--- src/rtl/mctx_lut.sv ---
module mctx_lut #(
  parameter int N_IN  = 4,
  parameter int N_CTX = 8
) (
  input  logic                     clk,
  input  logic                     rst,
  input  logic                     cfg_mode,
  input  logic                     cfg_we,
  input  logic                     cfg_sel_fb,
  input  logic [N_IN-1:0]          cfg_addr,
  input  logic [$clog2(N_CTX)-1:0] cfg_ctx,
  input  logic                     cfg_data,
  input  logic [N_IN-1:0]          lut_in,
  output logic                     q,
  output logic [$clog2(N_CTX)-1:0] ctx,
  output logic                     wrap
);
  localparam int CW      = $clog2(N_CTX);
  localparam int DEPTH   = 1 << N_IN;
  localparam logic [CW-1:0] LAST = CW'(N_CTX - 1);

  logic [N_CTX-1:0] tbl [DEPTH];
  logic [N_CTX-1:0] fb_en;
  logic [N_IN-1:0]  addr_eff;
  logic             wr;

  assign wr       = cfg_mode && cfg_we;
  assign addr_eff = fb_en[ctx] ? {lut_in[N_IN-1:1], q} : lut_in;

  always_ff @(posedge clk) begin
    if (wr && !cfg_sel_fb) tbl[cfg_addr][cfg_ctx] <= cfg_data;
    if (wr && cfg_sel_fb)  fb_en[cfg_ctx] <= cfg_data;
  end

  always_ff @(posedge clk) begin
    if (rst) begin
      ctx  <= '0;
      q    <= 1'b0;
      wrap <= 1'b0;
    end else if (cfg_mode) begin
      ctx  <= '0;
      wrap <= 1'b0;
    end else begin
      q    <= tbl[addr_eff][ctx];
      wrap <= (ctx == LAST);
      ctx  <= (ctx == LAST) ? '0 : ctx + CW'(1);
    end
  end
endmodule

--- config.mk ---
export PLATFORM = sky130hd
export DESIGN_NAME = mctx_lut
export DESIGN_NICKNAME = d
export VERILOG_FILES = /design/src/rtl/mctx_lut.sv
export SDC_FILE = /design/constraint.sdc
export NUM_CORES = 1
export LEC_CHECK = 0
export BUFFER_PORTS_ARGS = -buffer_cell sky130_fd_sc_hd__buf_2
export CORE_MARGIN = 3
export CORE_UTILIZATION = 40
export CTS_BUF_LIST = sky130_fd_sc_hd__clkbuf_16
export DETAILED_ROUTE_END_ITERATION = 6
export SETUP_SLACK_MARGIN = 0.3
export SLEW_MARGIN = 10
export SYNTH_ARGS = -nofsm -noshare
export SYNTH_HDL_FRONTEND = slang
export SYNTH_SLANG_ARGS = --single-unit
export TNS_END_PERCENT = 100
--- constraint.sdc ---
create_clock -name clk -period 2.8 [get_ports clk]
set_input_delay 0.28 -clock clk [delete_from_list [all_inputs] [get_ports clk]]
set_output_delay 0.28 -clock clk [all_outputs]
set_load 0.005 [all_outputs]
==> reports/summary.txt <==
RUN STATUS
---------------------------------------------------------------------------
Result of the run                                              finished, final reports clean

DIE
---------------------------------------------------------------------------
Io pins                                                                  22
Starting Density                                                     41.57%
Site Rows                                                                47
Core area                                                        16,820 um2
Full die area                                                    19,100 um2
DIE HEIGHT                                                         138.2 um
Die outline width                                                  138.2 um

LOGIC SYNTHESIS
---------------------------------------------------------------------------
Post-synthesis net count                                                655
Cell types occupying the most area after synthesis             sky130_fd_sc_hd__edfxtp_1, sky130_fd_sc_hd__nor2_1, sky130_fd_sc_hd__nand2_1
Mapped cell area                                                   6992 um2
List of most frequent post-synthesis cells                     sky130_fd_sc_hd__nor2_1, sky130_fd_sc_hd__edfxtp_1, sky130_fd_sc_hd__nand2_1, sky130_fd_sc_hd__clkbuf_1, sky130_fd_sc_hd__nand3_1
Most used DFF post-synth                                       sky130_fd_sc_hd__edfxtp_1
Synthesis warning total                                                   0
Sequential element share of the synthesized area                     59.84%
Most repeated cell in the gate-level netlist after synthesis   sky130_fd_sc_hd__nor2_1
Count of mapped cells out of synthesis                                  636
Count of distinct cell types in the synthesized netlist                  65
Average instance area after synthesis                             10.99 um2
Post-synthesis cell type with the largest combined area        sky130_fd_sc_hd__edfxtp_1
Register bit count reported by yosys                                    141
Area fraction of the dominant cell type after synthesis              58.41%
EDFF count, synth                                                       136
Ys async rst share                                                       0%

GLOBAL ROUTING
---------------------------------------------------------------------------
Global-route wire length before repair                            33,150 um
Residual overflow from global routing                                     0
Maximum number of pins on one net before global-route repair             76
Number of global-route vias before repair                             5,629
Antenna violations before repair                                          0
Aggregate global-route resource usage                                22.74%

TIMING
---------------------------------------------------------------------------
Post-route clock skew                                           0.006704 ns
Final worst slack                                                 0.2043 ns
Worst slew margin                                                    52.95%
Accumulated negative setup slack                                       0 ns
Crit share post-route                                                92.70%
Final Slew Violations                                                     0
Fin crit period                                                    2.596 ns
Max Freq                                                          385.3 MHz
Setup repair after global routing missed its margin                    true
Hold violation count in the final report                                  0
Transition time at the pin with the least slew margin             0.7038 ns
Final count of negative-setup-slack endpoints                             0

CLOCKING
---------------------------------------------------------------------------
Worst-Skew Late Latency                                             0.43 ns
Total clock buffers created by CTS                                       17
Root buffer cell                                               sky130_fd_sc_hd__clkbuf_16
CTS Sinks                                                               141
Clock buffer depth                                                        2
Count of hold-fix buffers inserted at cts                                 0
TritonCTS clock tree                                                   done
H-tree depth                                                              4
Clk pin slew, worst setup/hold paths                                0.06 ns

PLACEMENT
---------------------------------------------------------------------------
Port Buffer Count                                                        21
Post-Place Worst Slack                                           -0.2695 ns
Detail Placement HPWL                                             14,440 um
Cell area reported after detailed placement                        7590 um2
Final GP Congestion                                                  0.9795

CRITICAL PATH
---------------------------------------------------------------------------
Cells along the critical path                                  mux2i_4 -> a22oi_4 -> buf_12 -> a21oi_4 -> a21oi_4 -> buf_4 -> mux2i_2 -> a211oi_1 -> a311o_1 -> nand4_1 -> o22ai_1
Arrival time worst endpoint                                         2.90 ns
Stage delay of the slowest cell on the critical path                0.41 ns
Critical path capture point type                                   register
Start-to-end type of the worst setup path                        reg -> reg
Maximum fanout along the worst path                                       6
CP max stage cell                                              sky130_fd_sc_hd__a22oi_4
Critical path's most frequent cell                             sky130_fd_sc_hd__a21oi_4
Startpoint type of the worst setup path                            register
Required time of the worst setup path                               3.11 ns

FINISH
---------------------------------------------------------------------------
Design area                                                        8581 um2
Layout cell share with drive strength beyond 1                       22.18%
Final layout net count                                                  726
Antenna Diode Count                                                       0
Fillers                                                               1,451
Growth of design area from synthesis to finish                       22.73%

DRT
---------------------------------------------------------------------------
Number of vias per cell after detailed routing                        6.250
DRC violation count after routing                                         0
TritonRoute pass-1 iters                                                  5
Final wirelength                                                  21,700 um
Via count of the routed design                                        5,856
Antenna viol nets, final                                                  0
Drt first-iter violations                                               672
Drt wl/cell                                                        23.16 um

PWR
---------------------------------------------------------------------------
Cell area power density                                        553.5 nW/um2
Maximum vdd drop                                                0.0004382 V
Static power due to leakage                                        2.778 nW

FLOW RUN
---------------------------------------------------------------------------
Max-capacitance violation count                                           0

MIN PATH
---------------------------------------------------------------------------
Worst min-delay path category                                     in -> reg

==> metrics by stage <==
| stage | power [W] | hold WS, ns | cells | util, % |
|---|---|---|---|---|
| finish | 0.004750 | 0.1251 | 937 | 51.02 |
| global route | 0.004899 | 0.1244 | 937 | 51.02 |
| CTS | 0.004743 | 0.09828 | 934 | 50.66 |
| detailed placement | 0.002800 | 0.5540 | 883 | 45.13 |
| global placement | 0.002794 | 0.5524 | 883 | 45.13 |
| floorplan | 0.002610 | 0.3558 | 636 | - |
==> worst max-delay path, delay by kind of cell, from the launching register on <==
family | cells | cell delay [ns]
muxes | 2 | 0.41
DFF | 1 | 0.39
and+or+nand+nor | 1 | 0.13
AOI/OAI and AO/OA | 6 | 1.20
buffers and inverters | 2 | 0.34
==> cell families after synthesis <==
logic type / synth area share (%)
and+or+nand+nor: 19.11
adders and majority gates: 0.3579
AOI/OAI and AO/OA: 15.41
DFF: 59.84
muxes: 2.756
buffers and inverters: 2.523
==> sequential cells by signal (all words and copies together) (netlist names) <==
| register | count |
|---|---|
| wrap | 1 |
| tbl | 128 |
| ctx | 3 |
| q | 1 |
| fb_en | 8 |
==> routing by layer <==
layer / vias up / share of wire (%) / wire length, um / global-route usage (%)
li1: 2548 / - / - / -
met1: 2850 / 41 / 8865 / 30.65
met2: 381 / 45 / 9794 / 34.51
met3: 77 / 9.5 / 2055 / 5.456
met4: 0 / 4.6 / 988 / 11.44
met5: - / 0 / 0 / 0
==> cell type report <==
type / count / area, um2 / area share, %
sequential: 141 / 4195 / 48.89
multi-input combinational: 452 / 2878 / 33.54
timing repair buffer: 86 / 709.4 / 8.268
clock buffer: 17 / 425.4 / 4.958
tap: 220 / 275.3 / 3.208
clock inverter: 12 / 63.81 / 0.7437
inverter: 9 / 33.78 / 0.3937
==> cell usage in the layout (no fill, tap or decap), types with 10 or more instances in the layout <==
cell type                   count
sky130_fd_sc_hd__buf_2         20
sky130_fd_sc_hd__buf_4         53
sky130_fd_sc_hd__a21oi_1       20
sky130_fd_sc_hd__inv_1         13
sky130_fd_sc_hd__mux2i_1       12
sky130_fd_sc_hd__nor2_1       148
sky130_fd_sc_hd__nand3_1       25
sky130_fd_sc_hd__o21ai_0       12
sky130_fd_sc_hd__clkbuf_16     17
sky130_fd_sc_hd__nand2_1       52
sky130_fd_sc_hd__a22oi_1       10
sky130_fd_sc_hd__edfxtp_1     136
==> final timing paths <==
check / endpoint / from / depth (start not counted) / slack (ns)
worst max-delay path: q / ctx[0] / 11 / 0.20
worst min register to register: ctx[0] / ctx[0] / 1 / 0.53
worst min-delay path: wrap / rst / 2 / 0.13
worst max register to register: q / ctx[0] / 11 / 0.20
==> power by group <==
part	internal (W)	switching [W]
clock	0.00109	0.000819
sequential	0.00232	0.00000747
combinational	0.000194	0.000323
total	0.00360	0.00115
==> what timing repair did <==
action,CTS,global route
gates resized for setup,53,9
endpoints found under the setup margin,1,1
pin swaps,17,12
buffers inserted,21,3
gates cloned,1,0
(Power assumes the default switching activity.)
